--- config.mk ---
export PLATFORM = sky130hd
export DESIGN_NAME = dual_read_ram
export DESIGN_NICKNAME = d
export VERILOG_FILES = /design/src/rtl/dual_read_ram_pkg.sv /design/src/rtl/dual_read_ram_ctrl.sv /design/src/rtl/dual_read_ram_datapath.sv /design/src/rtl/dual_read_ram.sv
export SDC_FILE = /design/constraint.sdc
export NUM_CORES = 1
export LEC_CHECK = 0
export ABC_AREA = 1
export BUFFER_PORTS_ARGS = -buffer_cell sky130_fd_sc_hd__buf_2
export CAP_MARGIN = 40
export CORE_MARGIN = 4
export CORE_UTILIZATION = 50
export DETAILED_ROUTE_END_ITERATION = 8
export PLACE_DENSITY = 0.78
export SYNTH_ARGS = -nofsm -noshare
export SYNTH_HDL_FRONTEND = slang
export SYNTH_SLANG_ARGS = --single-unit
--- constraint.sdc ---
create_clock -name clk -period 1.74 [get_ports clk]
set_clock_uncertainty 0.05 [all_clocks]
set_input_delay 0.174 -clock clk [delete_from_list [all_inputs] [get_ports clk]]
set_output_delay 0.174 -clock clk [all_outputs]
set_load 0.03 [all_outputs]
--- src/rtl/dual_read_ram_pkg.sv ---
package dual_read_ram_pkg;

  // Strobes from control to datapath
  typedef struct packed {
    logic wrStrobe;   // commit a word into the array this edge
    logic outLoad;    // output registers sample their next value
    logic outClear;   // output registers are forced to zero
  } ramCtrl_t;

endpackage

--- src/rtl/dual_read_ram_ctrl.sv ---
module dual_read_ram_ctrl
  import dual_read_ram_pkg::*;
(
  input  logic     rstN,
  input  logic     wrEn,
  output ramCtrl_t ctrl
);

  // Reset never gates the array write, so the contents survive reset.
  always_comb begin
    ctrl.wrStrobe = wrEn;
    ctrl.outClear = !rstN;
    ctrl.outLoad  = rstN;
  end

endmodule

--- src/rtl/dual_read_ram_datapath.sv ---
module dual_read_ram_datapath
  import dual_read_ram_pkg::*;
#(
  parameter int DATA_W  = 8,
  parameter int ADDR_W  = 4,
  parameter bit REG_OUT = 1'b0
) (
  input  logic              clk,
  input  ramCtrl_t          ctrl,
  input  logic [ADDR_W-1:0] rwAddr,
  input  logic [DATA_W-1:0] wrData,
  input  logic [ADDR_W-1:0] roAddr,
  output logic [DATA_W-1:0] rwData,
  output logic [DATA_W-1:0] roData
);

  localparam int DEPTH = 1 << ADDR_W;

  logic [DATA_W-1:0] memArray [DEPTH];
  logic [DATA_W-1:0] rwComb;
  logic [DATA_W-1:0] roComb;

  // Single-edge write, no reset on the array
  always_ff @(posedge clk) begin
    if (ctrl.wrStrobe) memArray[rwAddr] <= wrData;
  end

  // Combinational reads: both ports see the array directly
  assign rwComb = memArray[rwAddr];
  assign roComb = memArray[roAddr];

  generate
    if (REG_OUT) begin : g_regOut
      logic [DATA_W-1:0] rwQ;
      logic [DATA_W-1:0] roQ;
      logic [DATA_W-1:0] rwNext;
      logic [DATA_W-1:0] roNext;
      logic              roHit;

      // Write-first bypass: a colliding read takes the incoming word
      assign roHit  = ctrl.wrStrobe && (roAddr == rwAddr);
      assign rwNext = ctrl.wrStrobe ? wrData : rwComb;
      assign roNext = roHit ? wrData : roComb;

      always_ff @(posedge clk) begin
        if (ctrl.outClear) begin
          rwQ <= '0;
          roQ <= '0;
        end else if (ctrl.outLoad) begin
          rwQ <= rwNext;
          roQ <= roNext;
        end
      end

      assign rwData = rwQ;
      assign roData = roQ;
    end else begin : g_combOut
      logic unusedCtrlBits;
      assign unusedCtrlBits = ctrl.outClear ^ ctrl.outLoad;
      assign rwData = rwComb;
      assign roData = roComb;
    end
  endgenerate

endmodule

--- src/rtl/dual_read_ram.sv ---
module dual_read_ram
  import dual_read_ram_pkg::*;
#(
  parameter int DATA_W  = 8,
  parameter int ADDR_W  = 4,
  parameter bit REG_OUT = 1'b0
) (
  input  logic              clk,
  input  logic              rstN,
  input  logic              wrEn,
  input  logic [ADDR_W-1:0] rwAddr,
  input  logic [DATA_W-1:0] wrData,
  input  logic [ADDR_W-1:0] roAddr,
  output logic [DATA_W-1:0] rwData,
  output logic [DATA_W-1:0] roData
);

  ramCtrl_t ctrl;

  dual_read_ram_ctrl u_ctrl (
    .rstN (rstN),
    .wrEn (wrEn),
    .ctrl (ctrl)
  );

  dual_read_ram_datapath #(
    .DATA_W  (DATA_W),
    .ADDR_W  (ADDR_W),
    .REG_OUT (REG_OUT)
  ) u_datapath (
    .clk    (clk),
    .ctrl   (ctrl),
    .rwAddr (rwAddr),
    .wrData (wrData),
    .roAddr (roAddr),
    .rwData (rwData),
    .roData (roData)
  );

endmodule

==> impl_results.md <==
* Non-Filler Instances at 1,170
* Post-layout worst setup margin at 0.0351 ns
* Fin nets at 998
* CP top delay family: simple AND/OR/NAND/NOR gates
* Crit-path cells: nand2_1, nand2_1, nand2_1, nand2_1, nand2_1, nand2_1, inv_1, nand2_2, buf_6
* Relative slew slack at 63.1%
* Initial antenna violation count at 0
* Post-CTS setup buffers at 0
* Max incr delay on CP at 0.39 ns
* CP arrival at 1.48 ns
* Dpl hpwl at 12.6 mm
* Setup violations, final at 0
* CP max stage cell: edfxtp_1
* First-pass GRT wire length at 30.9 mm
* Min Tclk post-route at 1.70 ns
* CP dominant cell by count: nand2_1
* CTS Buffer Depth at 2
* Die Wd at 127 um
* Setup TNS at 0 ns
* Number of library cell types mapped by synthesis at 10
* Max H-tree Level at 4
* Critical path class: flip-flop to output port
* Tightest Pin Transition at 0.552 ns
* Top Registers: u_datapath.memArray x128
* Worst path required time at 1.52 ns
* Net Count, Synth at 947
* Fmax at 0.587 GHz
* Status: completed
* Startpoint type of the worst setup path: flip-flop
* Drt drc at 0
* DR pass1 iterations at 7
* Leakage at 4.19 nW
* Initial Util at 50.8%
* Placed insts at 1,140
* Final estimated routing congestion in global placement at 0.849
* IO Pins at 35
* CTS Buf Count at 17
* CP Capture Type: output port
* Post-Route WL at 20.2 mm
* Max-cap violations at 0
* Hold WC Path Type: input port to flip-flop
* Die height at 127 um
* Hold Vio Cnt, Final at 0
* Layout area overhead at 21.3%
* Maximum vdd drop at 0.654 mV
* Crit path max fanout at 2
* Seq/Total Area, Yosys at 54.7%
* Wire length per cell at 17.3 um
* GRT Resource Usage Total at 25.3%
* Vias in the first global route at 5,741
* PwrDens at 933 nW/um2
* Die ar. at 16,000 um2
* Yosys warns at 0
* Largest register FFs at 128
* Antenna-violating nets left at 0
* Synthesized flop and latch total at 128
* # port buffers at 33
* Largest net degree at the start of global routing at 43
* Layout cells sized above 1 at 16.6%
* Antenna diodes at 0
* Clock Pin Slew Worst Setup and Hold Paths at 0.05 ns
* Clock Tree Root: clkbuf_16
* Gr ovfl total at 0
* Rows at 43
* Max-slew violation count at 0
* Power Total at 7.95 mW
* TritonCTS clock tree: yes
* Final core utilization at 61.6%
* # clock sinks at 128
* Largest reg by FF count: u_datapath.memArray
* CP bufs+invs at 2
* Starting DRT DRC Count at 854
* RSZ-0062 raised after global routing: true
* Routed vias at 6,286
* Vias per cell at 5.37
* Setup Slack @ Placement at 0.113 ns
* Mapped Area at 7030 um2
* Core ar. at 13,800 um2
* Final clock period utilization by the worst path at 98.0%
* Mapped Cells at 928
* Syn avg cell area at 7.57 um2
layer usage:
layer  global-route usage [%]  part of all wire, %  vias to the layer above  wire length [um]
met4                     9.27                  2.4                        0               488
met5                        0                    0                        -                 0
met3                     5.14                   11                       41              2170
li1                         -                    -                     2973                 -
met1                     34.3                   38                     2894              7760
met2                     40.4                   49                      378              9830
worst paths after layout:
path                                                   to  cells past startpoint                           startpoint  slack, ns
worst min-delay path  u_datapath.memArray[4][4]$_DFFE_PP_                      1                            wrData[4]       0.10
worst max-delay path                            rwData[0]                      9  u_datapath.memArray[4][0]$_DFFE_PP_       0.04
final cells by class:
type	instances	area [um2]
flip-flops and latches	128	3840
multi-input cells	632	2710
clock buffers	21	440
repair buffers	77	721
clock inverters	9	118
inverters	123	462
well taps	180	225
fillers	1143	5310
cells by family (layout without fill, tap and decap cells):
| family | after synthesis | count (layout) | synth area share, % |
|---|---|---|---|
| buf+inv | 168 | 230 | 9.74 |
| simple gates | 632 | 632 | 35.5 |
| flops | 128 | 128 | 54.7 |
synthesized netlist by cell type:
| master | n | area share, % |
|---|---|---|
| buf_4 | 6 | 0.64 |
| buf_1 | 2 | 0.11 |
| nand2_1 | 514 | 27 |
| edfxtp_1 | 128 | 55 |
| inv_1 | 118 | 6.3 |
| inv_2 | 5 | 0.27 |
| nand3_1 | 100 | 7.1 |
| nor2_1 | 18 | 0.96 |
| buf_2 | 25 | 1.8 |
| clkbuf_1 | 12 | 0.64 |
through the flow:
stage	instance area, um2	hold slack (ns)
after floorplan	7030	0.223
after global placement	7650	0.519
after detailed placement	7650	0.532
after CTS	8250	0.105
after global routing	8520	0.117
final	8520	0.101
report_power, final:
group	total (mW)	switching [mW]	internal, mW
Clock	3.40	1.19	2.21
Sequential	3.49	0.0268	3.46
Combinational	1.06	0.707	0.353
Total	7.95	1.93	6.03
cells in the final DEF, fill, tap and decap left out:
cell	n
nor2_1	18
nand2_1	498
nand3_1	68
buf_4	34
nand2_2	13
buf_12	10
clkbuf_1	4
inv_2	15
buf_6	16
edfxtp_1	128
clkbuf_16	17
nand2_4	3
bufinv_16	3
clkinv_2	4
nand3_2	32
buf_2	17
clkinv_1	2
inv_1	108
what timing repair did:
action                                  in CTS  in global routing
hold buffers                                 0                  0
pin swaps                                    1                 43
endpoints found under the setup margin       7                 16
gates resized for setup                     13                 91
Power figures use the tool's default switching activity.
